===== src/rtl/cfgp_pkg.sv =====
package cfgp_pkg;
  localparam int unsigned DW      = 32;
  localparam int unsigned LEN_W   = 3;
  localparam int unsigned EN_BIT  = 31;
  localparam int unsigned BUS_LSB = 16;
  localparam int unsigned BUS_W   = 8;
  localparam int unsigned DEV_LSB = 11;
  localparam int unsigned DEV_W   = 5;
  localparam int unsigned FN_LSB  = 8;
  localparam int unsigned FN_W    = 3;
  localparam int unsigned REG_LSB = 2;
  localparam int unsigned REG_W   = 6;

  function automatic logic fits(input logic [1:0] start, input logic [LEN_W-1:0] len);
    logic [3:0] sum;
    sum = {2'b00, start} + {1'b0, len};
    return (len != '0) && (sum <= 4'd4);
  endfunction

  function automatic logic [3:0] lane_mask(input logic [1:0] start, input logic [LEN_W-1:0] len);
    logic [4:0] m;
    m = (5'd1 << len) - 5'd1;
    return fits(start, len) ? (m[3:0] << start) : 4'h0;
  endfunction
endpackage


===== src/rtl/cfgp_addr_reg.sv =====
module cfgp_addr_reg
  import cfgp_pkg::*;
(
  input  logic             clk_i,
  input  logic             rst_ni,
  input  logic             wr_i,
  input  logic [1:0]       start_i,
  input  logic [LEN_W-1:0] len_i,
  input  logic [DW-1:0]    wdata_i,
  output logic [DW-1:0]    addr_o
);
  localparam int unsigned NB = DW / 8;

  logic          len_ok;
  logic [3:0]    lanes;
  logic [DW-1:0] wsh;

  // only byte, halfword and word sizes may touch the address register
  assign len_ok = (len_i == 3'd1) || (len_i == 3'd2) || (len_i == 3'd4);
  assign lanes  = len_ok ? lane_mask(start_i, len_i) : 4'h0;
  assign wsh    = wdata_i << {start_i, 3'b000};

  for (genvar b = 0; b < NB; b++) begin : g_lane
    always_ff @(posedge clk_i or negedge rst_ni) begin
      if (!rst_ni)                 addr_o[8*b +: 8] <= 8'h00;
      else if (wr_i && lanes[b])   addr_o[8*b +: 8] <= wsh[8*b +: 8];
    end
  end

  p_bad_len_r7: assert property (@(posedge clk_i) disable iff (!rst_ni)
    (wr_i && !len_ok) |=> $stable(addr_o));
endmodule


===== src/rtl/cfgp_gate.sv =====
module cfgp_gate
  import cfgp_pkg::*;
#(
  parameter int unsigned NUM_DEV = 32
) (
  input  logic               win_rd_i,
  input  logic               win_wr_i,
  input  logic [1:0]         start_i,
  input  logic [LEN_W-1:0]   len_i,
  input  logic [DW-1:0]      addr_i,
  input  logic [NUM_DEV-1:0] dev_present_i,
  output logic               fwd_o,
  output logic               rd_ok_o,
  output logic [DEV_W-1:0]   dev_o,
  output logic [REG_W-1:0]   reg_o
);
  localparam int unsigned SLOTS = 1 << DEV_W;

  logic             en;
  logic [BUS_W-1:0] bus;
  logic [FN_W-1:0]  fn;
  logic [SLOTS-1:0] pres_ext;
  logic             base_ok, len_fit;
  logic [6:0]       unused_addr;

  assign en       = addr_i[EN_BIT];
  assign bus      = addr_i[BUS_LSB +: BUS_W];
  assign dev_o    = addr_i[DEV_LSB +: DEV_W];
  assign fn       = addr_i[FN_LSB +: FN_W];
  assign reg_o    = addr_i[REG_LSB +: REG_W];
  assign unused_addr = {addr_i[30:BUS_LSB+BUS_W], addr_i[1:0]} ^ 7'h0;

  assign pres_ext = SLOTS'(dev_present_i);
  assign len_fit  = fits(start_i, len_i);
  assign base_ok  = en && (bus == '0) && pres_ext[dev_o] && len_fit;
  // function number gates reads only; writes go out regardless
  assign rd_ok_o  = win_rd_i && base_ok && (fn == '0);
  assign fwd_o    = rd_ok_o || (win_wr_i && base_ok);
endmodule


===== src/rtl/cfgp_rd_fmt.sv =====
module cfgp_rd_fmt
  import cfgp_pkg::*;
(
  input  logic             clk_i,
  input  logic             rst_ni,
  input  logic             rd_i,
  input  logic [1:0]       start_i,
  input  logic [LEN_W-1:0] len_i,
  input  logic [DW-1:0]    value_i,
  output logic             rvalid_o,
  output logic [DW-1:0]    rdata_o
);
  logic [DW-1:0] shifted, keep, fmt;
  logic [4:0]    m;

  always_comb begin
    shifted = value_i >> {start_i, 3'b000};
    m       = (5'd1 << len_i) - 5'd1;
    for (int b = 0; b < 4; b++) keep[8*b +: 8] = {8{m[b]}};
    fmt     = fits(start_i, len_i) ? (shifted & keep) : '1;
  end

  always_ff @(posedge clk_i or negedge rst_ni) begin
    if (!rst_ni) begin
      rvalid_o <= 1'b0;
      rdata_o  <= '0;
    end else begin
      rvalid_o <= rd_i;
      if (rd_i) rdata_o <= fmt;
    end
  end

  p_rvalid_r9: assert property (@(posedge clk_i) disable iff (!rst_ni)
    rd_i |=> rvalid_o);
  p_rvalid_idle_r9: assert property (@(posedge clk_i) disable iff (!rst_ni)
    !rd_i |=> !rvalid_o);
endmodule


===== src/rtl/cfg_addr_data_port.sv =====
module cfg_addr_data_port
  import cfgp_pkg::*;
#(
  parameter int unsigned OFF_W   = 4,
  parameter int unsigned NUM_DEV = 32
) (
  input  logic               clk_i,
  input  logic               rst_ni,
  input  logic               req_i,
  input  logic               we_i,
  input  logic [OFF_W-1:0]   off_i,
  input  logic [LEN_W-1:0]   len_i,
  input  logic [DW-1:0]      wdata_i,
  output logic               rvalid_o,
  output logic [DW-1:0]      rdata_o,
  output logic               cfg_req_o,
  output logic               cfg_we_o,
  output logic [DEV_W-1:0]   cfg_dev_o,
  output logic [REG_W-1:0]   cfg_reg_o,
  output logic [3:0]         cfg_be_o,
  output logic [DW-1:0]      cfg_wdata_o,
  input  logic [DW-1:0]      cfg_rdata_i,
  input  logic [NUM_DEV-1:0] dev_present_i
);
  logic          off_hi, sel_addr, sel_data, rd, addr_wr, win_rd, win_wr;
  logic          fwd, rd_ok;
  logic [1:0]    start;
  logic [DW-1:0] addr_q, value;

  assign off_hi   = ((off_i >> 3) != '0);
  assign sel_addr = !off_hi && !off_i[2];
  assign sel_data = !off_hi &&  off_i[2];
  assign start    = off_i[1:0];
  assign rd       = req_i && !we_i;
  assign addr_wr  = req_i &&  we_i && sel_addr;
  assign win_rd   = rd && sel_data;
  assign win_wr   = req_i && we_i && sel_data;

  cfgp_addr_reg i_addr_reg (
    .clk_i, .rst_ni, .wr_i(addr_wr), .start_i(start), .len_i,
    .wdata_i, .addr_o(addr_q)
  );

  cfgp_gate #(.NUM_DEV(NUM_DEV)) i_gate (
    .win_rd_i(win_rd), .win_wr_i(win_wr), .start_i(start), .len_i,
    .addr_i(addr_q), .dev_present_i, .fwd_o(fwd), .rd_ok_o(rd_ok),
    .dev_o(cfg_dev_o), .reg_o(cfg_reg_o)
  );

  assign cfg_req_o   = fwd;
  assign cfg_we_o    = we_i;
  assign cfg_be_o    = we_i ? lane_mask(start, len_i) : 4'hF;
  assign cfg_wdata_o = wdata_i << {start, 3'b000};

  always_comb begin
    if (sel_addr)   value = addr_q;
    else if (rd_ok) value = cfg_rdata_i;
    else            value = '1;
  end

  cfgp_rd_fmt i_rd_fmt (
    .clk_i, .rst_ni, .rd_i(rd), .start_i(start), .len_i,
    .value_i(value), .rvalid_o, .rdata_o
  );

  p_disabled_r2: assert property (@(posedge clk_i) disable iff (!rst_ni)
    (req_i && !addr_q[EN_BIT]) |-> !cfg_req_o);
  p_bus_r4: assert property (@(posedge clk_i) disable iff (!rst_ni)
    (req_i && (addr_q[BUS_LSB +: BUS_W] != '0)) |-> !cfg_req_o);
  p_fn_rd_r5: assert property (@(posedge clk_i) disable iff (!rst_ni)
    (cfg_req_o && !cfg_we_o) |-> (addr_q[FN_LSB +: FN_W] == '0));
  p_present_r6: assert property (@(posedge clk_i) disable iff (!rst_ni)
    cfg_req_o |-> dev_present_i[cfg_dev_o]);
  p_hold_r7: assert property (@(posedge clk_i) disable iff (!rst_ni)
    (req_i && !(we_i && sel_addr)) |=> $stable(addr_q));
  p_cross_r8: assert property (@(posedge clk_i) disable iff (!rst_ni)
    (rd && ({2'b00, start} + {1'b0, len_i} > 4'd4)) |=> (rdata_o == '1));
  p_lanes_r10: assert property (@(posedge clk_i) disable iff (!rst_ni)
    (cfg_req_o && cfg_we_o) |-> (cfg_be_o != 4'h0));
endmodule


===== config.mk =====
export PLATFORM = sky130hd
export DESIGN_NAME = cfg_addr_data_port
export DESIGN_NICKNAME = d
export VERILOG_FILES = /design/src/rtl/cfgp_pkg.sv /design/src/rtl/cfgp_addr_reg.sv /design/src/rtl/cfgp_gate.sv /design/src/rtl/cfgp_rd_fmt.sv /design/src/rtl/cfg_addr_data_port.sv
export SDC_FILE = /design/constraint.sdc
export NUM_CORES = 1
export LEC_CHECK = 0
export ABC_AREA = 1
export BUFFER_PORTS_ARGS = -buffer_cell sky130_fd_sc_hd__buf_2
export CAP_MARGIN = 25
export CORE_ASPECT_RATIO = 0.8
export CORE_MARGIN = 1.5
export CORE_UTILIZATION = 50
export DETAILED_ROUTE_END_ITERATION = 10
export PLACE_DENSITY = 0.86
export SLEW_MARGIN = 25
export SYNTH_ARGS = -nofsm -noshare
export SYNTH_HDL_FRONTEND = slang
export SYNTH_SLANG_ARGS = --single-unit

===== constraint.sdc =====
create_clock -name clk_i -period 4 [get_ports clk_i]
set_input_delay 0.4 -clock clk_i [delete_from_list [all_inputs] [get_ports clk_i]]
set_output_delay 0.4 -clock clk_i [all_outputs]
set_load 0.02 [all_outputs]

* Yosys cells after proc, flatten, opt, wreduce, memory -nomap -nowiden
Index checks and enable logic that the tools add are counted.
Operators by class: $add $sub $neg 2, magnitude comparators 2, eq/ne operators 3, shifts and indexed selects 4, mux-type cells 8, bitwise operators 1, reduce and logical (&&, ||, !) cells 27
Operators by type and width (count):
- $mux 32 | 3
- $and 32x32->32 | 1
- $shl 32x5->32 | 1
- $shr 32x5->32 | 1
- $logic_and 1x1->1 | 18
- $mux 4 | 3
- $logic_not 8->1 | 1
- $lt 5x6->1 const B | 1
- $bmux 1 s5 | 1
- $add 2x3->4 | 1
- $le 4x3->1 const B | 1
- $shl 1x3->4 const A | 1
- $shl 4x2->4 | 1
- $sub 4x1->4 const B | 1
- $eq 3x1->1 const B | 1
- $eq 3x2->1 const B | 1
- $eq 3x3->1 const B | 1
- $logic_not 1->1 | 3
- $logic_not 3->1 | 1
- $logic_or 1x1->1 | 3
- $reduce_bool 3->1 | 1
- $mux 1 | 1
Word-level totals: bits in registers 65, input port bits 107, output and inout port bits 82, word-level logic and storage cells 53

* Logic depth before layout (Yosys ltp)
depth after elaboration 11, mapped depth 18

* By module
Synthesis repeated with hierarchy kept, for this count alone.
Unflattened totals: cell total of the unflattened synthesis 1005, area, all modules 6112.1 um2
By module, submodules not included:
- cfgp_rd_fmt | times used 1, cells each 338, area each 2093.3 um2, seq. area each 825.8 um2
- cfgp_addr_reg | times used 1, cells each 272, area each 2075.7 um2, seq. area each 800.8 um2
- cfg_addr_data_port | times used 1, cells each 263, area each 1296.2 um2, seq. area each 0.0 um2
- cfgp_gate | times used 1, cells each 132, area each 646.9 um2, seq. area each 0.0 um2

* Worst setup path after synthesis
No wires, ideal clock.
kind input -> output, from input off_i[1], to output cfg_req_o, data arrival time 2.890 ns, path slack 0.710 ns, stages 14, cells stage by stage clkbuf_1 clkbuf_1 inv_1 clkbuf_1 buf_2 fa_1 or2_0 o211ai_2 nand2_2 nor2_1 nand2_1 nor2_4 buf_4 o21a_1
Between the ends: longest elaborated chain between the ends 7, elaborated cells on any way between the ends 8, classes of those cells add/sub (1); order compare (1); reduce/logical (6)
Ends and longest elaborated chain:
- start, declared | line cfg_addr_data_port.sv:11 | input logic [OFF_W-1:0] off_i,
- $add 2x3->4 (*) | line cfgp_pkg.sv:16 | sum = {2'b00, start} + {1'b0, len};
- $le 4x3->1 (*) | line cfgp_pkg.sv:17 | return (len != '0) && (sum <= 4'd4);
- $logic_and 1x1->1 (*) | line cfgp_pkg.sv:17
- $logic_and 1x1->1 (*) | line cfgp_gate.sv:35 | assign base_ok = en && (bus == '0) && pres_ext[dev_o] && len_fit;
- $logic_and 1x1->1 (2 in a row) | line cfgp_gate.sv:37 | assign rd_ok_o = win_rd_i && base_ok && (fn == '0);
- $logic_or 1x1->1 (*) | line cfgp_gate.sv:38 | assign fwd_o = rd_ok_o || (win_wr_i && base_ok);
- end, declared | line cfg_addr_data_port.sv:16 | output logic cfg_req_o,
Every way passes the cells marked *; elsewhere a longest branch is shown, timed or not.

* Worst setup path in the final report
from register i_addr_reg.addr_o[11], to output cfg_req_o
Between the ends: longest elaborated chain between the ends 7, elaborated cells on any way between the ends 8, classes of those cells mux (2); reduce/logical (6)
Ends and longest elaborated chain:
- start, declared | line cfgp_addr_reg.sv:10 | output logic [DW-1:0] addr_o
- start signal, assigned by index | line cfgp_addr_reg.sv:26 | else if (wr_i && lanes[b]) addr_o[8*b +: 8] <= wsh[8*b +: 8];
- $bmux 1 s5 (*) | line cfgp_gate.sv:35
- $mux 1 (not written as such) (*) | line cfgp_gate.sv:35
- $logic_and 1x1->1 (*) (2 in a row) | line cfgp_gate.sv:35
- $logic_and 1x1->1 (2 in a row) | line cfgp_gate.sv:37
- $logic_or 1x1->1 (*) | line cfgp_gate.sv:38
Every way passes the cells marked *; elsewhere a longest branch is shown, timed or not. The select of a mux whose other input is x is not followed.

==> reports/results.ini <==
[power]
powerDensity_nw_per_um2 = 392.1
switching_power_uw = 838.3
seqPwrFrac_pct = 35.1
power.internal_uw = 1535
ir_drop_mv = 0.2654
leakage_uw = 0.003061
p_clk_share_pct = 34.5
switching_share_pct = 35.32
combPwrFrac_pct = 30.5

[clock_network]
clk_path_buf_depth = 2
cts_resized = 0
cts_tree = built
path_clk_slew_ns = 0.06
htree_levels = 3
cts_buffers = 9
cts_hold_buffers = 0
clk_latency_ns = 0.34
clock-sinks = 65
cts_root_buffer = clkbuf_16
cts_setup_buffers = 0

[grt]
track_usage_pct = 33.12
antenna_found_initial = 0
grt_pass1_wl_um = 26970
grt_pass1_vias = 5425
grt_max_degree = 61
grt.overflow.total = 0

[floorplanning]
start_util_pct = 51.06
die_area_um2 = 10380
die_w_um = 113.5
io_pins = 189
coreArea_um2 = 9569
num_rows = 32
die_h_um = 91.42

[synth]
avgSynthCellArea_um2 = 6.506
seq_area_frac_synth_pct = 33.29
ys_seq_elements = 65
synth_cell_types = 35
yosysWarnings = 0
synth_enable_flop_cells = 0
synth.cell_area_um2 = 4886
synth_ff_type = dfrtp_1
syn-num-nets = 862
syn-instance-count = 751
ys_async_sr_fraction_pct = 100.0

[worst_setup_path]
arrival_ns = 2.93
cp-endpoint = cfg_req_o
r2r_cells = 13
worstPathCellList = inv_4 -> nand2_1 -> nand3_1 -> nand3_1 -> nand3_1 -> nand2_1 -> nor2_4 -> nor2_4 -> o21a_1 -> buf_2
crit_cells = 10
reg2reg_slack_ns = 0.93
critical_path_class = flop to output pin
critical_path_buf_inv_count = 2
crit_path_start_kind = flop
reg2reg_from = i_addr_reg.addr_o[11]$_DFFE_PN0P_
cp_top_family = simple AND/OR/NAND/NOR gates
path_max_fanout = 31
crit_start = i_addr_reg.addr_o[11]$_DFFE_PN0P_
r2r_end = i_rd_fmt.rdata_o[4]$_DFFE_PN0P_
slowest_delay_ns = 0.75
crit_path_end_kind = output pin
required_ns = 3.60
cpMostUsedCell = nand3_1
crit_slowest_cell = dfrtp_1

[routing]
ant_nets = 0
wl_per_cell_um = 16.78
via_per_inst = 5.724
drt_drc_violations_left = 0
drtIter0Drc = 744
dr_wl_met3_um = 2043
highest_layer = met4
drt-pass1-iter-count = 5
vias = 5856
routed_wirelength_um = 17160
wl_met2_um = 7615
wl_met1_um = 7046

[sta]
fin_tns_setup_ns = 0
rsz0062_at_grt = false
fmaxAchievable_mhz = 300.7
finalSetupViolCount = 0
fin_crit_sh_pct = 83.14
slew_headroom_pct = 39.27
period_needed_ns = 3.325
slew_viol_final = 0
final-hold-violation-count = 0
worst_clock_skew_ns = 0.006314
tightest_slew_ns = 0.9075

[place]
port_buffers = 188
place_congestion = 0.9687
dp_hpwl_um = 12440

[layout]
syn_to_final_growth_pct = 23.89
fillers = 895
drive_gt1_share_pct = 27.43
final_util_pct = 63.26
final_nets = 1010
diodes = 0

[worst_hold_path]
hold_class = input port to async pin

[outcome]
status = complete, no violations

[flow_run]
drv_cap = 0

[how the worst min path moves through the flow]
stage                                startpoint  cells past startpoint                               end
2_1_floorplan                            rst_ni                      0  i_addr_reg.addr_o[0]$_DFFE_PN0P_
5_1_grt                                  rst_ni                      1       i_rd_fmt.rvalid_o$_DFF_PN0_
3_5_place_dp   i_addr_reg.addr_o[0]$_DFFE_PN0P_                      2  i_addr_reg.addr_o[0]$_DFFE_PN0P_
3_3_place_gp   i_addr_reg.addr_o[0]$_DFFE_PN0P_                      2  i_addr_reg.addr_o[0]$_DFFE_PN0P_
6_report                                 rst_ni                      1  i_rd_fmt.rdata_o[17]$_DFFE_PN0P_
4_1_cts                                  rst_ni                      1       i_rd_fmt.rvalid_o$_DFF_PN0_
[flip-flops by register name (all words and copies together) (netlist names)]
signal / flops
i_rd_fmt.rvalid_o: 1
i_addr_reg.addr_o: 32
i_rd_fmt.rdata_o: 32
[cells by family after synthesis]
logic type	Yosys count	share of synthesized area (%)
AND/OR/NAND/NOR	430	39.46
multiplexers	5	1.024
buffers and inverters	121	11.40
adder cells (fa/ha/maj)	4	1.178
AO/OA/AOI/OAI	125	13.47
XOR/XNOR	1	0.1793
flip-flops	65	33.29
[layer usage]
metal | GRT usage (%) | vias to the layer above
met1 | 45.79 | 2673
met3 | 8.611 | 53
met5 | 0 | -
li1 | - | 2760
met4 | 10.52 | 0
met2 | 50.65 | 370
[stage by stage]
stage	std cells	total power, µW	worst slack (ns)	area [µm²]	hold slack, ns
6_report	1023	2373	0.6746	6053	0.05918
5_1_grt	1023	2475	0.5035	6053	0.1047
4_1_cts	1023	2359	0.7325	6051	0.2542
3_5_place_dp	1007	1546	0.8614	5742	0.4691
3_3_place_gp	1007	1535	0.9192	5742	0.4629
2_1_floorplan	751	1290	0.7101	4886	0.1044
[synth_stat cells, types with 7 or more instances]
master,count,share of area [%]
a21oi_1,61,6.2
nor2_1,104,8.0
dfrtp_1,65,33
clkbuf_1,29,2.2
nand3_1,123,13
nand2_1,160,12
nand4_1,9,1.2
buf_1,8,0.61
or2_2,10,1.3
a22oi_1,7,1.1
inv_1,54,4.1
nand3_2,11,2.3
o21ai_0,49,5.0
buf_4,16,2.5
[worst reg2reg max path: cells and delay by family (launching register included)]
family                 cells  cell delay, ns
buffers and inverters      1            0.20
AND/OR/NAND/NOR           11            1.93
flip-flops                 1            0.75
AO/OA/AOI/OAI              1            0.06
[power by group through the flow]
stage	combinational (µW)	sequential (µW)	clock, µW
3_3_place_gp	698	837	0
6_report	723	832	818
5_1_grt	792	844	839
2_1_floorplan	407	883	0
4_1_cts	714	830	815
3_5_place_dp	706	840	0
[layout by cell type, fill, tap and decap left out, drive strengths merged]
cell type	instances
bufinv	1
xor2	1
clkbuf	14
nand3	134
o211ai	2
a21oi	61
a22oi	7
mux2i	5
a31oi	2
nand2	162
clkinv	1
buf	199
nor2	107
nand4	9
inv	59
ha	3
o21ai	52
fa	1
o21a	1
dfrtp	65
nor3	4
or2	11
nor4	3
[final cells by class]
type | count | area [µm²] | area share [%]
timing repair buffer | 199 | 1026 | 16.95
inverter | 59 | 224.0 | 3.700
clock buffer | 14 | 274.0 | 4.527
multi-input combinational | 565 | 2719 | 44.92
clock inverter | 2 | 35.03 | 0.5788
tap | 119 | 148.9 | 2.460
sequential | 65 | 1627 | 26.87
No activity file was read; power rests on OpenSTA's default activity.
